## config.mk

```make
export PLATFORM = sky130hd
export DESIGN_NAME = repl_victim_sel
export DESIGN_NICKNAME = d
export VERILOG_FILES = /design/src/rtl/repl_sel_pkg.sv /design/src/rtl/repl_sel_oldest.sv /design/src/rtl/repl_sel_prio.sv /design/src/rtl/repl_sel_age.sv /design/src/rtl/repl_victim_sel.sv
export SDC_FILE = /design/constraint.sdc
export NUM_CORES = 1
export LEC_CHECK = 0
export BUFFER_PORTS_ARGS = -buffer_cell sky130_fd_sc_hd__buf_4
export CAP_MARGIN = 20
export CORE_ASPECT_RATIO = 0.8
export CORE_UTILIZATION = 59
export DETAILED_ROUTE_END_ITERATION = 12
export PLACE_DENSITY = 0.85
export SYNTH_ARGS = -nofsm -noshare
export SYNTH_HDL_FRONTEND = slang
export SYNTH_SLANG_ARGS = --single-unit
```

## constraint.sdc

```tcl
create_clock -name clk -period 15.2 [get_ports clk]
set_input_delay 0.76 -clock clk [delete_from_list [all_inputs] [get_ports clk]]
set_output_delay 0.76 -clock clk [all_outputs]
set_load 0.005 [all_outputs]
```

## src/rtl/repl_sel_pkg.sv

```systemverilog
package repl_sel_pkg;
  typedef enum logic [1:0] {
    ST_INV = 2'b00,
    ST_SHC = 2'b01,
    ST_PRC = 2'b10,
    ST_PRD = 2'b11
  } line_st_e;

  localparam int NUM_CLASSES = 4;
  localparam int ST_W        = 2;
endpackage

```

## src/rtl/repl_sel_oldest.sv

```systemverilog
// Finds the oldest eligible way; strict comparison keeps the lowest index on ties.
module repl_sel_oldest #(
  parameter int WAYS  = 8,
  parameter int AGE_W = 4,
  localparam int IDX_W = $clog2(WAYS)
) (
  input  logic [WAYS-1:0]       elig,
  input  logic [WAYS*AGE_W-1:0] ages,
  output logic                  found,
  output logic [IDX_W-1:0]      way,
  output logic [AGE_W-1:0]      age
);
  always_comb begin
    found = 1'b0;
    way   = '0;
    age   = '0;
    for (int i = 0; i < WAYS; i++) begin
      if (elig[i] && (!found || ages[i*AGE_W +: AGE_W] > age)) begin
        found = 1'b1;
        way   = IDX_W'(i);
        age   = ages[i*AGE_W +: AGE_W];
      end
    end
  end
endmodule

```

## src/rtl/repl_sel_prio.sv

```systemverilog
// Takes the first class (lowest encoding) that has a candidate.
module repl_sel_prio #(
  parameter int WAYS    = 8,
  parameter int AGE_W   = 4,
  parameter int CLASSES = 4,
  localparam int IDX_W  = $clog2(WAYS)
) (
  input  logic [CLASSES-1:0]       cls_found,
  input  logic [CLASSES*IDX_W-1:0] cls_way,
  input  logic [CLASSES*AGE_W-1:0] cls_age,
  output logic                     pick_ok,
  output logic [IDX_W-1:0]         pick_way,
  output logic [AGE_W-1:0]         pick_age
);
  always_comb begin
    pick_ok  = 1'b0;
    pick_way = '0;
    pick_age = '0;
    for (int c = 0; c < CLASSES; c++) begin
      if (!pick_ok && cls_found[c]) begin
        pick_ok  = 1'b1;
        pick_way = cls_way[c*IDX_W +: IDX_W];
        pick_age = cls_age[c*AGE_W +: AGE_W];
      end
    end
  end
endmodule

```

## src/rtl/repl_sel_age.sv

```systemverilog
// Rewrites the ages so the victim becomes most recently used.
module repl_sel_age #(
  parameter int WAYS  = 8,
  parameter int AGE_W = 4,
  localparam int IDX_W = $clog2(WAYS)
) (
  input  logic [WAYS*AGE_W-1:0] ages,
  input  logic [IDX_W-1:0]      victim,
  input  logic [AGE_W-1:0]      vic_age,
  output logic [WAYS*AGE_W-1:0] ages_new
);
  for (genvar i = 0; i < WAYS; i++) begin : g_way
    logic [AGE_W-1:0] cur;
    assign cur = ages[i*AGE_W +: AGE_W];
    always_comb begin
      if (victim == IDX_W'(i))
        ages_new[i*AGE_W +: AGE_W] = AGE_W'(1);
      else if (cur < vic_age)
        ages_new[i*AGE_W +: AGE_W] = cur + AGE_W'(1);
      else
        ages_new[i*AGE_W +: AGE_W] = cur;
    end
  end
endmodule

```

## src/rtl/repl_victim_sel.sv

```systemverilog
module repl_victim_sel #(
  parameter int WAYS  = 8,
  parameter int AGE_W = 4,
  localparam int IDX_W = $clog2(WAYS)
) (
  input  logic                  clk,
  input  logic                  rst_n,
  input  logic                  start,
  input  logic [2*WAYS-1:0]     state_in,
  input  logic [WAYS*AGE_W-1:0] age_in,
  input  logic [WAYS-1:0]       busy_in,
  output logic                  res_valid,
  output logic                  res_fail,
  output logic [IDX_W-1:0]      res_way,
  output logic [WAYS*AGE_W-1:0] age_out
);
  import repl_sel_pkg::*;

  logic [NUM_CLASSES-1:0][WAYS-1:0] elig;
  logic [NUM_CLASSES-1:0]           cls_found;
  logic [NUM_CLASSES*IDX_W-1:0]     cls_way;
  logic [NUM_CLASSES*AGE_W-1:0]     cls_age;
  logic                             sel_ok;
  logic [IDX_W-1:0]                 sel_way;
  logic [AGE_W-1:0]                 sel_age;
  logic [WAYS*AGE_W-1:0]            ages_new;

  for (genvar c = 0; c < NUM_CLASSES; c++) begin : g_cls
    for (genvar i = 0; i < WAYS; i++) begin : g_elig
      assign elig[c][i] = !busy_in[i] && (state_in[i*ST_W +: ST_W] == ST_W'(c));
    end
    repl_sel_oldest #(.WAYS(WAYS), .AGE_W(AGE_W)) u_oldest (
      .elig  (elig[c]),
      .ages  (age_in),
      .found (cls_found[c]),
      .way   (cls_way[c*IDX_W +: IDX_W]),
      .age   (cls_age[c*AGE_W +: AGE_W])
    );
  end

  repl_sel_prio #(.WAYS(WAYS), .AGE_W(AGE_W), .CLASSES(NUM_CLASSES)) u_prio (
    .cls_found (cls_found),
    .cls_way   (cls_way),
    .cls_age   (cls_age),
    .pick_ok   (sel_ok),
    .pick_way  (sel_way),
    .pick_age  (sel_age)
  );

  repl_sel_age #(.WAYS(WAYS), .AGE_W(AGE_W)) u_age (
    .ages     (age_in),
    .victim   (sel_way),
    .vic_age  (sel_age),
    .ages_new (ages_new)
  );

  always_ff @(posedge clk) begin
    if (!rst_n) begin
      res_valid <= 1'b0;
      res_fail  <= 1'b0;
      res_way   <= '0;
      age_out   <= '0;
    end else if (start) begin
      res_valid <= sel_ok;
      res_fail  <= !sel_ok;
      res_way   <= sel_ok ? sel_way : '0;
      age_out   <= sel_ok ? ages_new : age_in;
    end else begin
      res_valid <= 1'b0;
      res_fail  <= 1'b0;
    end
  end

  assert_busy_skip_R1: assert property (@(posedge clk) disable iff (!rst_n)
    (start && sel_ok) |-> !busy_in[sel_way]);

  assert_all_busy_fail_R4: assert property (@(posedge clk) disable iff (!rst_n)
    (start && (&busy_in)) |-> !sel_ok);

  assert_fail_keeps_ages_R4: assert property (@(posedge clk) disable iff (!rst_n)
    res_fail |-> (age_out == $past(age_in)));

  assert_victim_age_one_R5: assert property (@(posedge clk) disable iff (!rst_n)
    res_valid |-> (age_out[res_way*AGE_W +: AGE_W] == AGE_W'(1)));

  assert_exclusive_R6: assert property (@(posedge clk) disable iff (!rst_n)
    !(res_valid && res_fail));

  assert_pulse_after_start_R6: assert property (@(posedge clk) disable iff (!rst_n)
    (res_valid || res_fail) |-> $past(start));

  assert_hold_idle_R8: assert property (@(posedge clk) disable iff (!rst_n)
    (!$past(start) && $past(rst_n)) |-> ($stable(age_out) && $stable(res_way)));
endmodule

```

==> impl_summary.log <==
INFO  metric synth.top_cell.area_share = 20.98%
INFO  metric maxSlewViolCount = 0
INFO  metric synth.net_count = 1369
INFO  metric multi_input_comb_area = 0.007438 mm^2
INFO  metric gr-total-overflow = 0
INFO  metric port_buffers = 95
INFO  metric drive_above_1_share = 14.73%
INFO  metric routed_via_count = 10119
INFO  metric number_of_flops_mapped_to_enable_cells_by_yosys = 0
INFO  metric leakage = 4.139 nW
INFO  metric clock_path_buffers = 2
INFO  metric antenna_found_initial = 0
INFO  metric max-vdd-ir-drop = 61.82 uV
INFO  metric r2r-start = age_out[0]
INFO  metric synth_flop_cell = sky130_fd_sc_hd__dfxtp_1
INFO  metric synth.yosys.seq_area_share = 8.625%
INFO  metric grt_pass1_wl = 45800 um
INFO  metric critical-path-top-cell-by-count = sky130_fd_sc_hd__ha_1
INFO  metric worst-setup-path-type = primary input to flop
INFO  metric async_reset_ff_share = 0%
INFO  metric cp.arrival = 14.47 ns
INFO  metric detail_route.first_pass.iterations = 6
INFO  metric grt_max_degree = 38
INFO  metric r2r_end = age_out[0]
INFO  metric insertion_delay = 0.29 ns
INFO  metric regToRegSetupSlack = 14.37 ns
INFO  metric pin_count = 96
INFO  metric timing_worst_slew_pin_value = 0.9402 ns
INFO  metric timing.final.crit_share = 94.04%
INFO  metric post-synth-top-area-cell = sky130_fd_sc_hd__ha_1
INFO  metric route.detailed.vias_per_inst = 7.061
INFO  metric worstSetupEndpoint = age_out[3]
INFO  metric grt_usage = 38.69%
INFO  metric cts-root-buf = sky130_fd_sc_hd__clkbuf_16
INFO  metric sequential_cell_area = 740.7 um^2
INFO  metric num_antenna_cells = 0
INFO  metric fin_worst_skew = 0 ns
INFO  metric post-place-ws = 0.2089 ns
INFO  metric placeableCoreArea = 0.01425 mm^2
INFO  metric clock_tree_from_tritoncts = yes
INFO  metric die_height = 109.9 um
INFO  metric yosysUniqueCellTypes = 88
INFO  metric final_core_util = 67.92%
INFO  metric drv.max_cap_violation_count = 0
INFO  metric totalWireLength = 29120 um
INFO  metric num_rows = 39
INFO  metric grt_pass1_vias = 9107
INFO  metric critical_path.endpoint_type = flop
INFO  metric die_width = 136.9 um
INFO  metric max_slew_margin = 36.83%
INFO  metric number_of_buffers_created_by_cts = 5
INFO  metric critical_path_peak_fanout = 10
INFO  metric clk_pin_slew_worst_paths = 0.06 ns
INFO  metric synthCells = 1166
INFO  metric cp.required = 15.38 ns
INFO  metric yosysWarningCount = 0
INFO  metric place.gp.congestion = 1.054
INFO  metric design.die.area = 0.01505 mm^2
INFO  metric drc_errors = 0
INFO  metric finalNetCount = 1451
INFO  metric post_synthesis_area_per_instance = 7.366 um^2
INFO  metric fmax = 69.96 MHz
INFO  metric finalWorstSetupSlack = 0.9061 ns
INFO  metric status = complete, no violations
INFO  metric critPathLaunch = state_in[0]
INFO  metric hold_path_class = flop to flop
INFO  metric critical_path.startpoint_type = primary input
INFO  metric synth_seq_cells = 37
INFO  metric crit_slowest_cell = sky130_fd_sc_hd__a221oi_1
INFO  metric initial_detailed_routing_violation_count = 1004
INFO  metric setup_viol_count_final = 0
INFO  metric dpl.hpwl = 22720 um
INFO  metric cts.sink_count = 37
INFO  metric largest_incremental_delay_on_the_critical_path = 0.54 ns
INFO  metric h_tree_depth = 2
INFO  metric pwrdens = 76.70 mW/mm^2
INFO  metric post_drt_wl_per_cell = 20.32 um
INFO  metric fillers = 1238
INFO  metric netlist_area_before_placement = 0.008588 mm^2
INFO  metric final_hold_viol_count = 0
INFO  metric hold_depth = 2
INFO  metric flow.area_growth_from_synthesis = 12.69%
INFO  metric ff2ff_path_depth = 2
INFO  metric antenna_violating_nets_left = 0
INFO  metric initial_core_util = 60.27%
INFO  metric period_needed = 14.29 ns
INFO  metric synth.top_cells.by_area = sky130_fd_sc_hd__ha_1 21%, sky130_fd_sc_hd__dfxtp_1 8.6%, sky130_fd_sc_hd__a21oi_1 4.9%, sky130_fd_sc_hd__o21ai_0 4.7%, sky130_fd_sc_hd__nand2_1 4.3%
-- area by class of cell --
cell class	count	area share [%]
sequential	37	7.654
clock inverter	3	0.1810
multi-input combinational	1020	76.86
inverter	70	2.715
timing repair buffer	114	8.920
clock buffer	5	1.293
tap	184	2.379
-- critical path: cells and delay by family --
family          cells  cell delay, ns
simple gates       18            3.47
xor+xnor            1            0.14
fa+ha+maj           8            2.47
mux                 1            0.27
buf+inv             5            0.57
compound gates     26            6.77
-- cells in the mapped netlist (7+ instances only) --
cell type / instances
sky130_fd_sc_hd__a21o_1: 10
sky130_fd_sc_hd__a31o_2: 8
sky130_fd_sc_hd__and4_1: 8
sky130_fd_sc_hd__nand3b_1: 10
sky130_fd_sc_hd__mux2i_1: 21
sky130_fd_sc_hd__nand4_1: 24
sky130_fd_sc_hd__mux2_2: 15
sky130_fd_sc_hd__nor2b_1: 29
sky130_fd_sc_hd__nor2_1: 54
sky130_fd_sc_hd__a2111o_1: 7
sky130_fd_sc_hd__clkbuf_1: 32
sky130_fd_sc_hd__nor3b_1: 16
sky130_fd_sc_hd__nor3_1: 35
sky130_fd_sc_hd__dfxtp_1: 37
sky130_fd_sc_hd__nand2b_1: 12
sky130_fd_sc_hd__o211ai_1: 44
sky130_fd_sc_hd__a21oi_1: 84
sky130_fd_sc_hd__a211o_1: 10
sky130_fd_sc_hd__o21ai_0: 80
sky130_fd_sc_hd__o21a_1: 27
sky130_fd_sc_hd__a31oi_1: 25
sky130_fd_sc_hd__inv_1: 69
sky130_fd_sc_hd__nand3_1: 35
sky130_fd_sc_hd__xnor2_1: 7
sky130_fd_sc_hd__o21ai_1: 15
sky130_fd_sc_hd__and3_1: 12
sky130_fd_sc_hd__and2_1: 19
sky130_fd_sc_hd__ha_1: 144
sky130_fd_sc_hd__nand2_1: 98
sky130_fd_sc_hd__a211oi_1: 16
sky130_fd_sc_hd__a22oi_1: 10
sky130_fd_sc_hd__or3_1: 8
-- metal layers --
metal | vias to the layer above | GRT usage, % | share of wire, %
li1 | 4728 | - | -
met1 | 4607 | 52.20 | 43
met2 | 654 | 59.90 | 41
met3 | 130 | 8.529 | 11
met4 | 0 | 14.52 | 3.9
met5 | - | 0 | 0
-- power breakdown --
| part | leakage, nW | total (mW) | internal, mW | switching, mW |
|---|---|---|---|---|
| Sequential | 0.305 | 0.119 | 0.111 | 0.00758 |
| Clock | 0.0696 | 0.103 | 0.0601 | 0.0433 |
| Combinational | 3.76 | 0.520 | 0.214 | 0.306 |
| Total | 4.14 | 0.742 | 0.386 | 0.357 |
-- state kept, by name, summed over array words and instances, names as in the netlist --
signal,cells
res_fail,1
res_valid,1
age_out,32
res_way,3
-- metrics by stage --
stage | area (um^2) | hold slack [ns] | power (mW) | std cells | TNS (ns)
final | 9678 | 0.4500 | 0.7423 | 1433 | 0
after detailed placement | 9488 | 0.4465 | 0.6203 | 1422 | 0
after floorplan | 8588 | 0.4419 | 0.4692 | 1166 | 0
after global routing | 9678 | 0.4818 | 0.8053 | 1433 | -0.05964
after global placement | 9488 | 0.4371 | 0.6067 | 1422 | 0
after CTS | 9630 | 0.4543 | 0.7255 | 1430 | 0
-- placed cells by master, fill, tap and decap left out, types with 15 or more instances in the layout --
cell / synthesis / layout
sky130_fd_sc_hd__o21ai_1: 15 / 15
sky130_fd_sc_hd__o211ai_1: 44 / 44
sky130_fd_sc_hd__nor3b_1: 16 / 15
sky130_fd_sc_hd__ha_1: 144 / 144
sky130_fd_sc_hd__inv_1: 69 / 69
sky130_fd_sc_hd__nand3_1: 35 / 35
sky130_fd_sc_hd__a21oi_1: 84 / 84
sky130_fd_sc_hd__mux2_2: 15 / 15
sky130_fd_sc_hd__nor2b_1: 29 / 28
sky130_fd_sc_hd__o21ai_0: 80 / 79
sky130_fd_sc_hd__mux2i_1: 21 / 21
sky130_fd_sc_hd__nor3_1: 35 / 35
sky130_fd_sc_hd__a31oi_1: 25 / 24
sky130_fd_sc_hd__nand2_1: 98 / 98
sky130_fd_sc_hd__a211oi_1: 16 / 16
sky130_fd_sc_hd__nor2_1: 54 / 53
sky130_fd_sc_hd__buf_4: 2 / 113
sky130_fd_sc_hd__dfxtp_1: 37 / 37
sky130_fd_sc_hd__and2_1: 19 / 19
sky130_fd_sc_hd__o21a_1: 27 / 27
sky130_fd_sc_hd__nand4_1: 24 / 24
-- cells by family after synthesis --
logic type      share of synthesized area, %
compound gates                         35.29
simple gates                           24.99
fa+ha+maj                              20.98
buf+inv                                4.997
flops                                  8.625
mux                                    4.414
xor+xnor                              0.7139
-- worst min-delay path by stage --
stage	end	slack [ns]	start
detailed placement	age_out[27]	0.45	age_out[27]
finish	age_out[19]	0.45	age_out[19]
CTS	age_out[27]	0.45	age_out[27]
global placement	age_out[7]	0.44	age_out[7]
floorplan	age_out[11]	0.44	age_out[11]
global route	age_out[27]	0.48	age_out[27]
-- timing repair --
item                                    4_1_cts  5_1_grt
setup buffers                                 0        2
endpoints found under the setup margin        0       32
endpoints found under the hold margin         0        0
gates resized for setup                       0        5
hold buffers                                  0        0
Note: power is estimated with default switching activity, not from simulation.
